File: src/rtl/qshift_pkg.sv
package qshift_pkg;

    // Quantizer selection, taken straight from the in_round pin.
    typedef enum logic {
        QS_TRUNC = 1'b0,
        QS_ROUND = 1'b1
    } qs_mode_e;

    // Width of a shift count able to address every bit of a word.
    function automatic int count_width(input int unsigned word_w);
        return (word_w > 1) ? $clog2(word_w) : 1;
    endfunction

endpackage

File: src/rtl/qshift_mask.sv
// Marks the bit positions an arithmetic right shift by 'shift' drops.
module qshift_mask #(
    parameter int WORD_W  = 16,
    parameter int COUNT_W = 4
) (
    input  logic [COUNT_W-1:0] shift,
    output logic [WORD_W-1:0]  drop_mask
);
    for (genvar gi = 0; gi < WORD_W; gi++) begin : g_bit
        assign drop_mask[gi] = (32'(shift) > gi);
    end
endmodule

File: src/rtl/qshift_flags.sv
// Classifies the discarded bits as all zero or all ones.
module qshift_flags #(
    parameter int WORD_W = 16
) (
    input  logic [WORD_W-1:0] word,
    input  logic [WORD_W-1:0] drop_mask,
    output logic              all_zero,
    output logic              all_ones
);
    logic [WORD_W-1:0] dropped;

    always_comb begin
        dropped  = word & drop_mask;
        all_zero = ~|dropped;
        // An empty field counts as exact, never as the worst case.
        all_ones = (|drop_mask) && (dropped == drop_mask);
    end
endmodule

File: src/rtl/qshift_core.sv
// Shared bias-add and arithmetic shift for both quantizers, with clip guard.
module qshift_core
    import qshift_pkg::*;
#(
    parameter int WORD_W  = 16,
    parameter int COUNT_W = 4
) (
    input  logic [WORD_W-1:0]  word,
    input  logic [COUNT_W-1:0] shift,
    input  qs_mode_e           mode,
    output logic [WORD_W-1:0]  result
);
    localparam int EXT_W = WORD_W + 1;
    localparam logic [WORD_W-1:0] MAX_POS = {1'b0, {(WORD_W-1){1'b1}}};
    localparam logic [WORD_W-1:0] MAX_NEG = {1'b1, {(WORD_W-1){1'b0}}};

    logic signed [EXT_W-1:0] bias;
    logic signed [EXT_W-1:0] sum;
    logic signed [EXT_W-1:0] shifted;
    logic                    over_pos;
    logic                    over_neg;

    always_comb begin
        bias = '0;
        if (mode == QS_ROUND && shift != '0) begin
            bias = EXT_W'(1) << (shift - COUNT_W'(1));
        end
        sum      = $signed({word[WORD_W-1], word}) + bias;
        shifted  = sum >>> shift;
        over_pos = !shifted[EXT_W-1] &&  shifted[EXT_W-2];
        over_neg =  shifted[EXT_W-1] && !shifted[EXT_W-2];
        if (over_pos) begin
            result = MAX_POS;
        end else if (over_neg) begin
            result = MAX_NEG;
        end else begin
            result = shifted[WORD_W-1:0];
        end
    end
endmodule

File: src/rtl/qshift_unit.sv
module qshift_unit
    import qshift_pkg::*;
#(
    parameter  int DATA_W  = 16,
    localparam int SHIFT_W = count_width(DATA_W)
) (
    input  logic               clk,
    input  logic               rst,
    input  logic               in_valid,
    input  logic [DATA_W-1:0]  in_data,
    input  logic [SHIFT_W-1:0] in_shift,
    input  logic               in_round,
    output logic               out_valid,
    output logic [DATA_W-1:0]  out_data,
    output logic               out_lost_zero,
    output logic               out_lost_ones
);
    typedef struct packed {
        logic [DATA_W-1:0] value;
        logic              lost_zero;
        logic              lost_ones;
    } qs_result_t;

    qs_mode_e          mode;
    logic [DATA_W-1:0] drop_mask;
    qs_result_t        res_d;
    qs_result_t        res_q;
    logic              valid_q;

    assign mode = qs_mode_e'(in_round);

    qshift_mask #(.WORD_W(DATA_W), .COUNT_W(SHIFT_W)) u_mask (
        .shift     (in_shift),
        .drop_mask (drop_mask)
    );

    qshift_flags #(.WORD_W(DATA_W)) u_flags (
        .word      (in_data),
        .drop_mask (drop_mask),
        .all_zero  (res_d.lost_zero),
        .all_ones  (res_d.lost_ones)
    );

    qshift_core #(.WORD_W(DATA_W), .COUNT_W(SHIFT_W)) u_core (
        .word   (in_data),
        .shift  (in_shift),
        .mode   (mode),
        .result (res_d.value)
    );

    always_ff @(posedge clk) begin
        if (rst) begin
            valid_q <= 1'b0;
            res_q   <= '0;
        end else begin
            valid_q <= in_valid;
            if (in_valid) begin
                res_q <= res_d;
            end
        end
    end

    assign out_valid     = valid_q;
    assign out_data      = res_q.value;
    assign out_lost_zero = res_q.lost_zero;
    assign out_lost_ones = res_q.lost_ones;

    // Checking state: the accepted operands, kept to rebuild the residual.
    localparam int RES_W = 2 * DATA_W + 1;

    logic [DATA_W-1:0]  chk_in;
    logic [SHIFT_W-1:0] chk_shift;
    qs_mode_e           chk_mode;
    logic signed [RES_W-1:0] chk_in_ext;
    logic signed [RES_W-1:0] chk_out_ext;
    logic signed [RES_W-1:0] chk_step;
    logic signed [RES_W-1:0] chk_half;
    logic signed [RES_W-1:0] chk_resid;

    always_ff @(posedge clk) begin
        if (rst) begin
            chk_in    <= '0;
            chk_shift <= '0;
            chk_mode  <= QS_TRUNC;
        end else if (in_valid) begin
            chk_in    <= in_data;
            chk_shift <= in_shift;
            chk_mode  <= mode;
        end
    end

    always_comb begin
        chk_in_ext  = RES_W'($signed(chk_in));
        chk_out_ext = RES_W'($signed(out_data));
        chk_step    = RES_W'(1) << chk_shift;
        chk_half    = chk_step >>> 1;
        chk_resid   = chk_in_ext - (chk_out_ext <<< chk_shift);
    end

    AST_ONE_CYCLE: assert property (@(posedge clk) disable iff (rst)
        in_valid |=> out_valid);
    AST_IDLE_LOW: assert property (@(posedge clk) disable iff (rst)
        !in_valid |=> !out_valid);
    AST_HOLD_RESULT: assert property (@(posedge clk) disable iff (rst)
        !in_valid |=> $stable(out_data) && $stable(out_lost_zero) && $stable(out_lost_ones));
    AST_PASS_T0: assert property (@(posedge clk) disable iff (rst)
        in_valid && in_shift == '0 |=> out_data == $past(in_data) && out_lost_zero);
    AST_EXACT_WHEN_CLEAN: assert property (@(posedge clk) disable iff (rst)
        out_valid && chk_mode == QS_TRUNC |-> out_lost_zero == (chk_resid == '0));
    AST_FLAG_EXCL: assert property (@(posedge clk) disable iff (rst)
        out_valid |-> !(out_lost_zero && out_lost_ones));
    AST_WORST_TRUNC: assert property (@(posedge clk) disable iff (rst)
        out_valid && chk_mode == QS_TRUNC && out_lost_ones |-> chk_resid == chk_step - 1);
    AST_TRUNC_RESID: assert property (@(posedge clk) disable iff (rst)
        out_valid && chk_mode == QS_TRUNC |-> chk_resid >= 0 && chk_resid < chk_step);
    AST_ROUND_RESID: assert property (@(posedge clk) disable iff (rst)
        out_valid && chk_mode == QS_ROUND && chk_shift != '0
        |-> chk_resid >= -chk_half && chk_resid < chk_half);
    AST_NO_WRAP: assert property (@(posedge clk) disable iff (rst)
        out_valid && chk_mode == QS_ROUND && !chk_in[DATA_W-1] |-> !out_data[DATA_W-1]);

endmodule

File: config.mk
export PLATFORM = sky130hd
export DESIGN_NAME = qshift_unit
export DESIGN_NICKNAME = d
export VERILOG_FILES = /design/src/rtl/qshift_pkg.sv /design/src/rtl/qshift_mask.sv /design/src/rtl/qshift_flags.sv /design/src/rtl/qshift_core.sv /design/src/rtl/qshift_unit.sv
export SDC_FILE = /design/constraint.sdc
export NUM_CORES = 1
export LEC_CHECK = 0
export BUFFER_PORTS_ARGS = -buffer_cell sky130_fd_sc_hd__buf_2
export CAP_MARGIN = 20
export CORE_UTILIZATION = 44
export DETAILED_ROUTE_END_ITERATION = 10
export SYNTH_ARGS = -nofsm -noshare
export SYNTH_HDL_FRONTEND = slang
export SYNTH_HIERARCHICAL = 1
export SYNTH_SLANG_ARGS = --single-unit
File: constraint.sdc
create_clock -name clk -period 6.6 [get_ports clk]
set_input_delay 0.33 -clock clk [delete_from_list [all_inputs] [get_ports clk]]
set_output_delay 0.33 -clock clk [all_outputs]
set_load 0.02 [all_outputs]
After elaboration in Yosys (flattened, before gate mapping)
Cells that the tools add are included.
Storage, ports and cells
  bits in registers: 19
Operators by class
  equality and inequality tests: 1
  shift operators: 2
  multiplexer cells: 3
  add/subtract/negate cells: 2
  $lt $le $gt $ge: 15
  reductions and logical operators: 10
  bitwise operators: 1
Operator list (count)
  16-bit two-way mux: 2
  4-bit greater-than comparator (second input constant): 7
  16-bit by 17-bit adder with 17-bit output: 1
  17-bit two-way mux: 1
  1-bit by 4-bit left shift with 17-bit output (first input constant): 1
  17-bit by 4-bit >>> shifter with 17-bit output: 1
  16-bit by 15-bit AND with 16-bit output: 1
  16-bit by 15-bit equality test with 1-bit output: 1
  4-bit by 3-bit greater-than comparator with 1-bit output (second input constant): 4
  16-bit OR reduction: 1
  15-bit OR reduction: 1
  4-bit by 1-bit greater-than comparator with 1-bit output (second input constant): 2
  4-bit by 2-bit greater-than comparator with 1-bit output (second input constant): 2
  1-bit logical AND: 4
  4-bit nonzero test: 1
  4-bit by 1-bit subtractor with 4-bit output (second input constant): 1
  1-bit zero test: 3

Logic depth before layout (Yosys ltp)
Gate-level depths: netlist (run 1).
  depth in word-level cells: 9
  depth in mapped cells: 18

Modules after synthesis
The synthesis (run 1) kept the hierarchy.
Modules (own cells, without submodules)
  qshift_core: sequential area each 0.0 µm², instances 1, cells an instance 326, area each 2147.1 µm²
  qshift_unit: sequential area each 380.4 µm², instances 1, cells an instance 60, area each 675.6 µm²
  qshift_flags: sequential area each 0.0 µm², instances 1, cells an instance 41, area each 255.2 µm²
  qshift_mask: sequential area each 0.0 µm², instances 1, cells an instance 26, area each 151.4 µm²

Worst setup path before layout (run 1)
Ideal clock, no wire load.
  path kind: input to register
  start point: input in_shift[3]
  end point: register res_q (netlist bit out_data[5])
  arrival time: 3.837 ns
  slack: 2.646 ns
  stages: 17
  library setup time: 0.117 ns
  path through: clkbuf_1 -> clkinv_1 -> nand2_1 -> nor2_1 -> ha_1 -> inv_1 -> fa_1 -> nor2b_4 -> o2111a_2 -> o41ai_1 -> mux2_2 -> a31oi_1 -> a21oi_1 -> a2111oi_1 -> a2111oi_2 -> mux2i_1 -> nor2_1
RTL lines
  from (decl): line qshift_unit.sv:11  | input logic [SHIFT_W-1:0] in_shift,
  to (signal assigned): line qshift_unit.sv:58  | res_q <= res_d;
  to (decl): line qshift_unit.sv:27  | qs_result_t res_q;

==> results.md, run 1 <==
- Port bufs: 42
- Total CTS buffers: 3
- CTS max path bufs: 2
- GP Congestion: ~0.94
- RR Startpoint: out_data[1]$_SDFFE_PP0P_
- Global-route wire length before repair: 16.8 mm
- Final setup fails: 0
- Die ar.: 0.00769 mm²
- Syn Area/Cell: 7.13 µm²
- Fill cells: 715
- Worst path slowest cell: nor4_1
- Min-Delay Path Class: input port to register
- FF-to-FF End: out_data[1]$_SDFFE_PP0P_
- Total wire length: 10.5 mm
- Clk root buf: clkbuf_8
- Kind of critical path: input port to register
- Synth Flop Type: dfxtp_1
- Post-CTS Resized: 0
- Peak supply drop: between 0.07 and 0.08 mV
- Layout area overhead: 6.66%
- Final hold slack: roughly 0.44 ns
- Fin. max-slew vios: 0
- Post-CTS Setup Repair Bufs: 0
- Most used cell, CP: nor2_1
- Via density: 6.36
- Gate Count Post-Synth: 453
- Register area: approximately 380 µm²
- Yosys reg bits: 19
- Hpwl dp: 8.30 mm
- CTS tree: done
- GRT Util Overall: 0.279
- Worst path cell trace: buf_2 > inv_1 > nor2_1 > nand2_1 > nor2_1 > ha_1 > inv_1 > fa_1 > nor2b_4 > o2111a_2 > nor3_4 > nor4_1 > o31ai_1 > a2111oi_4 > nor2_2 > a221oi_1 > mux2i_1 > nor2_1
- CP top delay family: simple AND/OR/NAND/NOR gates
- Setup tns final: 0 ns
- Yosys cell types: roughly 80
- Worst path bufs/invs: 3
- Syn Nets: 494
- Vias in the first global route: 3,193
- Ys async rst share: 0
- Slew margin rel.: 0.366
- Area occupied by multi-input gates: 0.00258 mm²
- Iteration-0 DRC Markers: 392
- CP startpoint: in_shift[0]
- Reg-to-reg slack, setup: 5.99 ns
- Leak pwr: about 1.5 nW
- Post-synth EDFFs: 0
- Number of antenna violations at the first check in global routing: 0
- Power density cells: roughly 130 mW/mm²
- Critical path required time: just under 7 ns
- N_diodes: 0
- Die Wd: 87.7 µm
- Yosys warns: 6
- Cell total after placement: 564
- Worst-Margin Slew: 0.943 ns
- CP Capture Point: out_data[13]$_SDFFE_PP0P_
- Setup crit start kind: input port
- I/O Pins: 43
- Fmax achieved: 201 MHz
- Row cnt: 30
- Initial Util: 0.465
- Drt pass-1 iters: 5
- Layout cells sized above 1: 0.159
- GRT overflow: 0
- Routed WL per cell: between 15 and 20 µm
- H-tree depth: 1
- Pin count of the biggest net entering global routing: 33
- Clock Pin Slew Worst Setup and Hold Paths: about 0.070 ns
- Post-synthesis sequential area ratio: 0.118
- Die height: 87.7 µm
- Core Box Area: roughly 0.007 mm²
- Critical path depth: 18
- CP max FO: 30
- Status: completed
- Max-Cap Viols: 0
- RSZ-0062 raised after global routing: no
- CTS Sinks: 19
- Final Instance Count excl. Fillers: 568
- Crit path largest cell delay: ~0.6 ns
- Post-cts hold buffer count: 0
- Nets: 514
- Final hold vios: 0
- Fin crit share: 0.755
- Critical Path End Type: register
- Crit path arrival time: 5.19 ns
- Reg2reg path depth: 2
- Tmin final: between 4 and 5 ns
- Vias: between 3,000 and 4,000
- Detail Route Antenna Nets: 0
- DRC: 0
- Mapped Area: around 0.0032 mm²
- Worst-skew pair later-pin latency: between 0.2 and 0.3 ns
- Clock Skews: 0 ns
==> cell usage in the layout, fill, tap and decap left out, types with 10 or more instances in the layout <==
cell,count
dfxtp_1,19
nand2_1,40
a211oi_1,12
o21ai_0,13
nand4_1,10
nor3_1,13
nor2_1,65
buf_2,42
a21oi_1,20
mux2i_1,24
ha_1,16
inv_1,27
==> sequential cells by signal (all words and copies together), names as in the netlist <==
| register | flops |
|---|---|
| out_valid | 1 |
| out_lost_zero | 1 |
| out_data | 16 |
| out_lost_ones | 1 |
==> worst min path at each step <==
stage	endpoint	cells past startpoint	start	slack [ns]
CTS	out_lost_zero$_SDFFE_PP0P_	2	rst	0.44
finish	out_lost_zero$_SDFFE_PP0P_	2	rst	0.44
global route	out_data[13]$_SDFFE_PP0P_	2	rst	0.45
global placement	out_data[3]$_SDFFE_PP0P_	2	out_data[3]$_SDFFE_PP0P_	0.47
floorplan	out_data[0]$_SDFFE_PP0P_	2	out_data[0]$_SDFFE_PP0P_	0.58
detailed placement	out_data[3]$_SDFFE_PP0P_	2	out_data[3]$_SDFFE_PP0P_	0.48
==> kinds of logic (layout without fill, tap and decap cells) <==
family,Yosys count,after routing,synth area share
AO/OA/AOI/OAI,135,135,0.314
XOR/XNOR,11,11,0.0298
adder cells (fa/ha/maj),17,17,0.0682
buffers and inverters,56,75,0.0837
flip-flops,19,19,0.118
multiplexers,30,30,0.106
other,2,2,0.00233
AND/OR/NAND/NOR,183,183,0.279
==> metrics by stage <==
step                       util  cell area (µm²)  setup slack (ns)  power (mW)
after floorplan               -             3230              2.65       0.293
after global placement    0.489             3400              1.65       0.347
after detailed placement  0.489             3400              1.53       0.347
after CTS                 0.496             3440              1.80       0.430
after global routing      0.496             3440              1.33       0.461
final                     0.496             3440              1.62       0.433
==> routing by layer <==
metal	vias up	global-route usage	wire, µm	part of all wire
met3	9	0.0358	867	0.082
met1	1682	0.408	4890	0.46
li1	1738	-	-	-
met5	-	0	0	0
met2	185	0.451	4700	0.45
met4	0	0.0313	90	0.0085
==> power by group <==
group / internal [mW] / leakage [nW] / total [mW] / switching (mW)
Combinational: 0.0816 / 1.34 / 0.222 / 0.140
Sequential: 0.124 / 0.157 / 0.128 / 0.00418
Clock: 0.0421 / 0.0255 / 0.0828 / 0.0407
Total: 0.248 / 1.52 / 0.433 / 0.185
==> Yosys cell counts, drive strengths merged (5+ instances only) <==
| cell | instances | share of area |
|---|---|---|
| a211oi | 12 | 0.028 |
| and2 | 5 | 0.010 |
| xnor2 | 5 | 0.014 |
| a221oi | 9 | 0.028 |
| nor4 | 7 | 0.014 |
| ha | 16 | 0.062 |
| nand4 | 10 | 0.019 |
| mux2i | 24 | 0.074 |
| o2111ai | 5 | 0.014 |
| o21ai | 17 | 0.026 |
| o22ai | 7 | 0.014 |
| nor2 | 66 | 0.077 |
| xor2 | 6 | 0.016 |
| a22oi | 6 | 0.014 |
| clkbuf | 12 | 0.014 |
| nand2b | 7 | 0.014 |
| nand3 | 8 | 0.014 |
| a31oi | 8 | 0.017 |
| nor2b | 5 | 0.012 |
| nand2 | 40 | 0.046 |
| a21o | 7 | 0.017 |
| nor3 | 15 | 0.028 |
| buf | 15 | 0.036 |
| a21oi | 21 | 0.034 |
| or2 | 5 | 0.0097 |
| dfxtp | 19 | 0.12 |
| and3 | 5 | 0.010 |
| a2111oi | 5 | 0.022 |
| o211ai | 6 | 0.014 |
| or3 | 5 | 0.0097 |
| inv | 27 | 0.031 |
==> final cells by class <==
| cell class | count | area share |
|---|---|---|
| repair buffers | 42 | 0.0610 |
| flip-flops and latches | 19 | 0.110 |
| inverters | 29 | 0.0316 |
| clock inverters | 1 | 0.00145 |
| clock buffers | 3 | 0.0120 |
| well taps | 96 | 0.0349 |
| multi-input cells | 378 | 0.749 |
Note: power is estimated with default switching activity, not from simulation.
==> run 2: changes to the inputs <==
Clock period 6.6 ns to 5.2 ns, I/O delays scaled along.
==> run 2 against run 1 <==
Core utilization is 0.97 points higher. Sequential share of layout area down 0.21 points. Critical path depth is 1 lower. Combinational power is 29% higher. Register-to-register slack lost 1.4 ns. Design area increased by 2.0%.
==> results.md, run 2 (synthesized netlist as in run 1, its figures left out) <==
- Status: completed
- Routed WL per cell: 18.2 µm (-2.0%)
- Max-Cap Viols: 0 (unchanged)
- Die height: 87.7 µm (unchanged)
- Tmin final: 4.36 ns
- Clock Pin Slew Worst Setup and Hold Paths: 0.07 ns (about the same)
- Worst path slowest cell: nor4_1
- GP Congestion: 0.941 (+0.39%)
- Initial Util: 0.465 (unchanged)
- Final hold vios: 0 (unchanged)
- Row cnt: 30 (unchanged)
- Pin count of the biggest net entering global routing: 32 (-3.0%)
- GRT overflow: 0 (unchanged)
- CTS tree: done
- Layout area overhead: 8.76%
- Layout cells sized above 1: 0.175 (+0.0157)
- Worst path bufs/invs: 4 (+1)
- Leak pwr: 1.56 nW (+2.9%)
- Worst-Margin Slew: 0.775 ns (-0.168 ns)
- Crit path arrival time: 4.49 ns (-0.70 ns)
- Die ar.: 0.00769 mm² (unchanged)
- Drt pass-1 iters: 5 (unchanged)
- Port bufs: 42 (unchanged)
- Max reg flops: 16 (unchanged)
- Total wire length: 10.5 mm (-0.40%)
- Nets: 523 (+1.8%)
- Final core utilization: 0.506 (+0.00973)
- RSZ-0062 raised after global routing: no
- DRC: 0 (unchanged)
- Post-CTS Setup Repair Bufs: 0 (unchanged)
- Global-route wire length before repair: 17.1 mm (+2.0%)
- Critical path required time: 5.33 ns (-1.47 ns)
- Total CTS buffers: 3 (unchanged)
- Iteration-0 DRC Markers: 305 (-22%)
- Via density: 6.36 (about the same)
- N_diodes: 0 (unchanged)
- Power density cells: 157 mW/mm² (+25%)
- Peak supply drop: 0.126 mV (+76%)
- Number of antenna violations at the first check in global routing: 0 (unchanged)
- CP max FO: 15 (-50%)
- H-tree depth: 1 (unchanged)
- Die Wd: 87.7 µm (unchanged)
- Vias: 3,668 (+1.5%)
- Post-CTS Resized: 0 (unchanged)
- Crit path largest cell delay: 0.70 ns (+0.10 ns)
- Worst-skew pair later-pin latency: 0.26 ns (about the same)
- Hpwl dp: 8.44 mm (+1.7%)
- Clk root buf: clkbuf_8
- GRT Util Overall: 0.283 (+0.00358)
- CTS Sinks: 19 (unchanged)
- Fin. max-slew vios: 0 (unchanged)
- Final setup fails: 0 (unchanged)
- Final hold slack: 0.378 ns (-0.0604 ns)
- Setup tns final: 0 ns (unchanged)
- I/O Pins: 43 (unchanged)
- Fin crit share: 0.838
- Critical Path End Type: register
- Vias in the first global route: 3,396 (+6.4%)
- CTS max path bufs: 2 (unchanged)
- Setup crit start kind: input port
- Slew margin rel.: 0.479 (+0.113)
- CP top delay family: simple AND/OR/NAND/NOR gates
- Kind of critical path: input port to register
- Post-cts hold buffer count: 0 (unchanged)
- Min-Delay Path Class: input port to register
- Worst path cell trace: buf_2 > inv_1 > buf_4 > nor2_1 > nand2_1 > nor2_1 > ha_1 > and3_1 > nand2_1 > nor4_1 > o31ai_1 > nand2_1 > inv_1 > o311ai_0 > a221oi_1 > mux2i_1 > nor2_1
- Fmax achieved: 230 MHz
- Commonest non-fill, non-tap cells in the layout: nor2_1, buf_2, nand2_1, inv_1, mux2i_1
- Commonest non-fill, non-tap cell in the layout: nor2_1
- Detail Route Antenna Nets: 0 (unchanged)
- Clock Skews: 0 ns (unchanged)
- Core Box Area: 0.00694 mm² (unchanged)
-- run 2: power breakdown --
| part | internal [mW] | total, mW | switching [mW] |
|---|---|---|---|
| Combinational | 0.108 | 0.287 | 0.179 |
| Clock | 0.0532 | 0.102 | 0.0483 |
| Sequential | 0.158 | 0.163 | 0.00557 |
| Total | 0.319 | 0.552 | 0.232 |
-- run 2: stage by stage --
step | setup WS [ns] | std cells | area, µm² | total power [mW]
after CTS | 0.988 | 577 | 3510 | 0.552
final | 0.845 | 577 | 3510 | 0.552
after global routing | 0.490 | 577 | 3510 | 0.593
after floorplan | 1.32 | 453 | 3230 | 0.372
after detailed placement | 0.742 | 573 | 3470 | 0.447
after global placement | 0.790 | 573 | 3470 | 0.446
-- run 2: area by class of cell --
class                           count  area (µm²)
Clock inverter                      1        5.00
Tap cell                           96         120
Fill cell                         754        3430
Clock buffer                        3        41.3
Sequential cell                    19         380
Inverter                           29         109
Timing Repair Buffer               51         278
Multi-Input combinational cell    378        2580
-- run 2: final timing paths --
path	startpoint	cells after the start	slack, ns	endpoint
setup reg to reg	out_data[6]$_SDFFE_PP0P_	2	4.59	out_data[6]$_SDFFE_PP0P_
hold / removal	rst	2	0.38	out_data[3]$_SDFFE_PP0P_
setup / recovery	in_shift[0]	17	0.84	out_data[11]$_SDFFE_PP0P_
hold reg to reg	out_data[14]$_SDFFE_PP0P_	2	0.49	out_data[14]$_SDFFE_PP0P_
-- run 2: routing by layer --
metal,wire [µm],up-vias,GRT usage
li1,-,1753,-
met1,4720,1706,0.389
met2,4590,185,0.443
met3,941,24,0.0650
met4,261,0,0.0790
met5,0,-,0
